<file path="src/rtl/taken_fetch_ctl.sv">
module taken_fetch_ctl #(
  parameter int AW = 32,
  parameter logic [AW-1:0] START_PC = '0
) (
  input  logic          clk,
  input  logic          rst_n,
  input  logic [1:0]    f_kind,
  input  logic [AW-1:0] f_target,
  input  logic [AW-1:0] f_fallthru,
  input  logic          wb_taken,
  output logic [AW-1:0] fetch_pc,
  output logic [3:0]    stage_valid,
  output logic          mispredict,
  output logic          rf_we,
  output logic          flag_we
);
  localparam logic [1:0] KIND_COND = 2'b01;
  localparam logic [1:0] KIND_ALW  = 2'b10;

  logic [AW-1:0] pc_q, pc_n;
  logic          f_v, d_v, e_v, w_v;
  logic [1:0]    d_k, e_k, w_k;
  logic [AW-1:0] d_tgt, d_ft, e_ft, w_ft;
  logic          dec_jump, fet_jump, kill_d;

  assign mispredict = w_v && (w_k == KIND_COND) && !wb_taken;
  assign dec_jump   = d_v && (d_k == KIND_ALW) && !mispredict;
  assign fet_jump   = f_v && (f_kind == KIND_COND);
  assign kill_d     = mispredict || dec_jump;

  always_comb begin
    if (mispredict)    pc_n = w_ft;
    else if (dec_jump) pc_n = d_tgt;
    else if (fet_jump) pc_n = f_target;
    else if (f_v)      pc_n = f_fallthru;
    else               pc_n = pc_q;
  end

  always_ff @(posedge clk) begin
    if (!rst_n) begin
      pc_q  <= START_PC;
      f_v   <= 1'b0;
      d_v   <= 1'b0;
      e_v   <= 1'b0;
      w_v   <= 1'b0;
      d_k   <= '0;
      e_k   <= '0;
      w_k   <= '0;
      d_tgt <= '0;
      d_ft  <= '0;
      e_ft  <= '0;
      w_ft  <= '0;
    end else begin
      pc_q  <= pc_n;
      f_v   <= 1'b1;
      d_v   <= f_v && !kill_d;
      d_k   <= f_kind;
      d_tgt <= f_target;
      d_ft  <= f_fallthru;
      e_v   <= d_v && !mispredict;
      e_k   <= d_k;
      e_ft  <= d_ft;
      w_v   <= e_v && !mispredict;
      w_k   <= e_k;
      w_ft  <= e_ft;
    end
  end

  assign fetch_pc    = pc_q;
  assign stage_valid = {w_v, e_v, d_v, f_v};
  assign rf_we       = w_v;
  assign flag_we     = w_v;
endmodule

</file>
<file path="config.mk">
export PLATFORM = sky130hd
export DESIGN_NAME = taken_fetch_ctl
export DESIGN_NICKNAME = d
export VERILOG_FILES = /design/src/rtl/taken_fetch_ctl.sv
export SDC_FILE = /design/constraint.sdc
export NUM_CORES = 1
export LEC_CHECK = 0
export BUFFER_PORTS_ARGS = -buffer_cell sky130_fd_sc_hd__buf_4
export CAP_MARGIN = 30
export CORE_MARGIN = 2
export CORE_UTILIZATION = 54
export CTS_CLUSTER_SIZE = 20
export DETAILED_ROUTE_END_ITERATION = 6
export PLACE_DENSITY = 0.78
export SLEW_MARGIN = 0
export SYNTH_ARGS = -nofsm -noshare
export SYNTH_HDL_FRONTEND = slang
export SYNTH_SLANG_ARGS = --single-unit
</file>
<file path="constraint.sdc">
create_clock -name clk -period 1.8 [get_ports clk]
set_input_delay 0.36 -clock clk [delete_from_list [all_inputs] [get_ports clk]]
set_output_delay 0.36 -clock clk [all_outputs]
set_load 0.005 [all_outputs]
</file>
; Word level (Yosys, flattened, before mapping)
; Index checks and enable logic that the tools add are counted.
[word_totals]
in_bits = 69
register_bits = 170
[classes]
n_mux = 5
n_reduce_logical = 13
eq_ne = 3
[ops]
columns = op, n
row1 = 32-bit two-way mux, 4
row2 = 1-bit logical AND, 8
row3 = 2-bit by 1-bit == test with 1-bit output (second input constant), 2
row4 = 4-bit nonzero test, 1
row5 = 1-bit zero test, 3
row6 = 2-bit == test (second input constant), 1
row7 = 1-bit logical OR, 1
row8 = 1-bit two-way mux, 1

; Depth between registers and ports, before layout
; Gate-level depths: netlist of run 1.
[depth]
word_depth = 8
mapped_depth = 8
depth_no_buf = 5

; Least setup slack after synthesis of run 1
; Ideal clock, no wire load.
[synth_path]
kind = input port to flip-flop
from = in wb_taken
to = reg pc_q[9] (netlist: fetch_pc[9])
path_slack_ps = 244
required_ps = 1677
arrival_ps = 1433
path_buffers = 3
setup_time_ps = 123
path_stages = 8
path_cell_list = nand4bb_1 -> buf_4 -> inv_2 -> or3_1 -> buf_6 -> buf_6 -> o21ai_2 -> a31oi_2
[synth_via]
elab_chain_cells = 6
word_cells_on_any_way = 7
[synth_rtl]
columns = element, line
row1 = from (decl), 10  ; input logic wb_taken,
row2 = 1-bit zero test (*), 26  ; assign mispredict = w_v && (w_k == KIND_COND) && !wb_taken;
row3 = 1-bit logical AND (*), 26
row4 = 1-bit zero test, 27  ; assign dec_jump = d_v && (d_k == KIND_ALW) && !mispredict;
row5 = 1-bit logical AND, 27
row6 = 32-bit two-way mux, 33  ; else if (dec_jump) pc_n = d_tgt;
row7 = 32-bit two-way mux, 32  ; if (mispredict) pc_n = w_ft;
row8 = to (signal assigned), 54  ; pc_q <= pc_n;
row9 = to (decl), 20  ; logic [AW-1:0] pc_q, pc_n;
; Mark *: on every way between the ends. The rest lies on a longest branch, timed or not.
; A chain may end at the register's enable or synchronous reset.

; Worst setup path in the final report of run 1
[layout_path]
from = reg w_k[1]
to = out mispredict
[layout_via]
elab_chain_cells = 3
[layout_rtl]
columns = element, line
row1 = from (decl), 22  ; logic [1:0] d_k, e_k, w_k;
row2 = from (signal assigned), 64  ; w_k <= e_k;
row3 = 2-bit by 1-bit == test with 1-bit output, 26
row4 = 1-bit logical AND (2 in series), 26
row5 = to (decl), 13  ; output logic mispredict,
; Every way passes these cells.

==> metrics, run 1 <==
clock root buffer clkbuf_8; Cell Area, Synth 0.00576 mm^2; vias 4328; final hold vios 0; Worst EP required 1.44 ns; Num CTS Buffers 17; Critical Path Sink mispredict; fmax 586 MHz; asr flop ratio synth 0%; ANT cells 0; vias per cell 5.23; final setup vio count 0; Fin Setup TNS 0 ns; Hold Crit Start f_target[4]; run status finished clean; TritonCTS clock tree built; Reg2Reg Depth 6; Starting Density 55.8%; final non-filler cell area 0.00729 mm^2; commonest cells after routing, fill and taps aside dfxtp_1 (169), and2_1 (134), buf_4 (116); Slew HR 72.9%; NumNets Final 747; RSZ-0062 raised after global routing no; R2R Path Start flag_we; crit path time final 1.71 ns; Detailed Place HPWL 7.97 mm; # port buffers 107; std cell rows 37; r2r setup slk 0.19 ns; most common cell after layout, fill and taps aside dfxtp_1; crit path DAT 1.35 ns; pwr/cell area 1180 mW/mm^2; first-pass GRT wire length 20.7 mm; initial antenna violation count 0; Setup CP Type register to output port; Routed Wire Length 12.8 mm; Cells after Synth 589; post-synthesis average cell area 9.78 um^2; startpoint types register; layout cell share with drive strength beyond 1 23.0%; Ports 108; most frequently used flop master after synthesis dfxtp_1; antenna viol nets, final 0; maximum vdd ir drop 0.612 mV; GRT overflow 0; H-tree levels 4; TritonCTS Sinks 170; Die W 107 um; vias in the first global route 4192; Layout area overhead 26.5%; max-slew violation count 0; EDFF count, synth 0; clock skew 0.00801 ns; routed len/inst 15.4 um; CTS clk-pin slew, worst paths 0.07 ns; worst-margin pin slew 0.407 ns; worst min path class input pin to register; Tcrit/Tclk final 94.9%; core area 0.0103 mm^2; initial DRC count 293; Critical Path Fanout Max 2; YS warnings 0; Reg-to-Reg End fetch_pc[10]; syn nets 658; Synth cell types 21; Die ar. 0.0115 mm^2; drt first pass iters 7; max-cap violation count 0; worst skew pair latency 0.52 ns; CTS max path bufs 2; Leak Pwr 3.27 nW; placed cell areas 0.00662 mm^2; All-Layer GR Usage 23.3%; routability cong. 0.844; Yosys reg bits 170; Fin Hold WS 0.0485 ns; largest net degree at the start of global routing 80; Die Ht 107 um; # DRC 0; Setup crit start w_k[1]; sequential cell area fraction in the yosys report 59.1%; crit path capture type output port
==> what timing repair did <==
action | in CTS | in global routing
setup buffers | 1 | 0
resized for setup | 5 | 0
setup endpoints to repair | 1 | 0
hold buffers | 0 | 0
endpoints found under the hold margin | 0 | 0
==> state kept, by name, summed over array words and instances, names as in the netlist <==
| signal | count |
|---|---|
| d_ft | 32 |
| d_tgt | 32 |
| e_ft | 32 |
| fetch_pc | 32 |
| w_ft | 32 |
| d_k | 2 |
| e_k | 2 |
| w_k | 2 |
| d_v | 1 |
| e_v | 1 |
| f_v | 1 |
| flag_we | 1 |
==> report_power, final <==
part | leakage [nW] | total [mW] | internal, mW | switching (mW)
registers | 1.41 | 4.02 | 3.95 | 0.0704
clock network | 0.316 | 3.94 | 2.43 | 1.51
logic | 1.55 | 0.636 | 0.352 | 0.284
total | 3.27 | 8.60 | 6.73 | 1.86
==> cells by family (layout without fill, tap and decap cells) <==
family | after synthesis | after routing | synth area share, %
AND/OR/NAND/NOR | 207 | 207 | 20.0
flip-flops | 170 | 170 | 59.1
AO/OA/AOI/OAI | 160 | 160 | 16.2
buffers and inverters | 52 | 154 | 4.78
==> critical path, cell delays in order, from the launching register on <==
cell	delay, ns
dfxtp_1	0.29
nand4bb_2	0.23
inv_2	0.10
buf_12	0.11
buf_4	0.10
==> final cells by class <==
cell class / count / area (um^2)
fill: 743 / 3040
timing repair buffer: 121 / 971
inverter: 1 / 3.75
clock buffer: 17 / 414
clock inverter: 15 / 235
sequential: 170 / 3410
tap: 136 / 170
multi-input combinational: 367 / 2090
==> worst min-delay path by stage <==
stage / cells after the start / slack [ns] / endpoint
after floorplan: 0 / 0.39 / f_v
after global placement: 1 / 0.41 / w_ft[23]
after detailed placement: 1 / 0.42 / e_ft[8]
after CTS: 2 / 0.03 / d_tgt[8]
after global routing: 2 / 0.02 / d_ft[8]
final: 2 / 0.05 / d_tgt[4]
==> through the flow <==
| step | utilization (%) | std cells | worst slack (ns) | power (mW) |
|---|---|---|---|---|
| floorplan | - | 589 | 0.244 | 4.43 |
| global placement | 64.1 | 794 | 0.154 | 4.71 |
| detailed placement | 64.1 | 794 | 0.106 | 4.74 |
| CTS | 70.6 | 827 | 0.0643 | 8.65 |
| global route | 70.6 | 827 | 0.0267 | 8.91 |
| finish | 70.6 | 827 | 0.0925 | 8.60 |
==> synth_stat cells, types with 2 or more instances <==
master	instances	area [um^2]
o21ai_0	32	160
buf_2	4	20.0
o21ai_1	31	155
and3_1	2	12.5
nand2_1	64	240
buf_6	7	78.8
a21oi_1	32	160
a21o_1	32	240
nand3b_1	2	15.0
and3b_1	2	17.5
and2_1	134	838
buf_4	6	45.0
clkbuf_1	34	128
dfxtp_1	170	3400
a31oi_1	31	194
==> layer usage <==
metal	track usage (%)	up-vias	wire length, um
li1	-	2128	-
met1	29.5	2044	5520
met2	37.6	145	6210
met3	7.99	11	934
met4	7.24	0	105
met5	0	-	0
Power figures use the tool's default switching activity.
==> inputs of run 2 (changes only) <==
clock period = 1.6 ns   (was 1.8 ns; I/O delays follow)
==> run 2 against run 1 <==
The flow now finishes with violations (setup timing). Non-clock buffer count grew 44. Setup slack worse by 0.13 ns. First-iteration DRC count fell by 2.7%. Routed wire length up 17%. Global-route usage up 2.1 points. Total power increased by 7.7%. Cell area grew 6.8%. Flip-flop and latch count stayed put. Register-to-register slack worse by 0.18 ns. Count of clock-buffer cells in the layout grew 4. Combinational power grew 36%. Clock power fell by 2%. Critical path type unchanged. Highest routed layer unchanged.
==> metrics, run 2 (synthesis gave the netlist of run 1 again) <==
Top Layer Used met4; max-slew violation count 0; crit path capture type output port; std cell rows 37; maximum vdd ir drop 0.851 mV; routability cong. 0.834; RSZ-0062 raised after global routing yes; # port buffers 107; Detailed Place HPWL 7.81 mm; Setup CP Type register to output port; # DRC 0; setup slack after layout -0.0421 ns; clock skew 0.00514 ns; NumNets Final 791; All-Layer GR Usage 25.4%; startpoint types register; Starting Density 55.8%; Worst EP required 1.28 ns; Hold Crit Start f_fallthru[3]; Routed Wire Length 15.0 mm; Post-Layout Cell Count 868; worst path cell trace nand4bb_4 > inv_4 > buf_12 > buf_6; TritonCTS clock tree built; H-tree levels 4; Leak Pwr 3.48 nW; commonest cells after routing, fill and taps aside dfxtp_1 (166), and2_1 (134), buf_4 (119); run status finished with violations; placed cell areas 0.00665 mm^2; antenna viol nets, final 0; largest net degree at the start of global routing 107; final hold vios 0; Tcrit/Tclk final 103%; vias 4625; R2R Path Start flag_we; layout cell share with drive strength beyond 1 25.1%; CTS max path bufs 2; failing checks setup timing; routed wl met2 7.20 mm; Metal-1 WL 6.76 mm; ANT cells 0; Setup crit start w_k[1]; max-cap violation count 0; most common cell after layout, fill and taps aside dfxtp_1; Slew HR 74.2%; buffers and inverters on the worst path 3; pwr/cell area 1190 mW/mm^2; routed len/inst 17.2 um; Final Util 75.4%; TritonCTS Sinks 170; first-pass GRT wire length 22.5 mm; r2r setup slk 0.01 ns; core area 0.0103 mm^2; crit path DAT 1.32 ns; slowest stage delay, CP 0.31 ns; final setup vio count 1; worst skew pair latency 0.52 ns; worst min path class input pin to register; CP delay by family, top flip-flops; Num CTS Buffers 17; final non-filler cell area 0.00778 mm^2; Setup WS pre-CTS -0.0461 ns; initial antenna violation count 0; clock root buffer clkbuf_8; CP max-delay cell dfxtp_1; GRT overflow 0; crit path time final 1.64 ns; Placed Cells 798; fmax 609 MHz; Layout area overhead 35.2%; initial DRC count 285; Die ar. 0.0115 mm^2; drt first pass iters 5; CTS clk-pin slew, worst paths 0.06 ns; worst-margin pin slew 0.387 ns; Critical Path Fanout Max 2; Die Ht 107 um; Ports 108; metal3 WL 894 um; Die W 107 um; vias in the first global route 4562; vias per cell 5.33
## run 2: per-stage QoR
step	total power [mW]	hold WS, ns	TNS [ns]
2_1_floorplan	4.98	0.348	0
3_3_place_gp	5.31	0.414	0
3_5_place_dp	5.33	0.417	-0.599
4_1_cts	9.21	0.00000822	-0.0373
5_1_grt	9.58	0.000499	-0.198
6_report	9.25	0.0195	-0.0421
## run 2: layer usage
layer	global-route usage [%]	up-vias
met3	7.08	10
li1	-	2206
met1	33.4	2256
met5	0	-
met2	40.8	153
met4	7.88	0
## run 2: cell type report
class	instances	area [um^2]
clock inverters	8	96.3
flip-flops and latches	170	3410
fillers	701	2540
clock buffers	21	459
inverters	1	6.26
repair buffers	165	1480
well taps	136	170
multi-input cells	367	2160
## run 2: worst paths after layout
check / end / cells after the start
min reg2reg: e_ft[17] / 1
max: mispredict / 4
max reg2reg: fetch_pc[31] / 7
min: d_ft[3] / 2
## run 2: power by group
part	switching [mW]	internal, mW	leakage, nW
combinational	0.376	0.488	1.80
clock	1.54	2.31	0.275
sequential	0.0920	4.45	1.41
total	2.01	7.25	3.48
## run 2: repair_timing
item | in CTS | in global routing
pin swaps | 0 | 2
cloned | 2 | 3
hold endpoints to repair | 21 | 12
hold buffers | 21 | 12
gates resized for setup | 11 | 20
endpoints found under the setup margin | 3 | 32
buffers inserted | 3 | 0
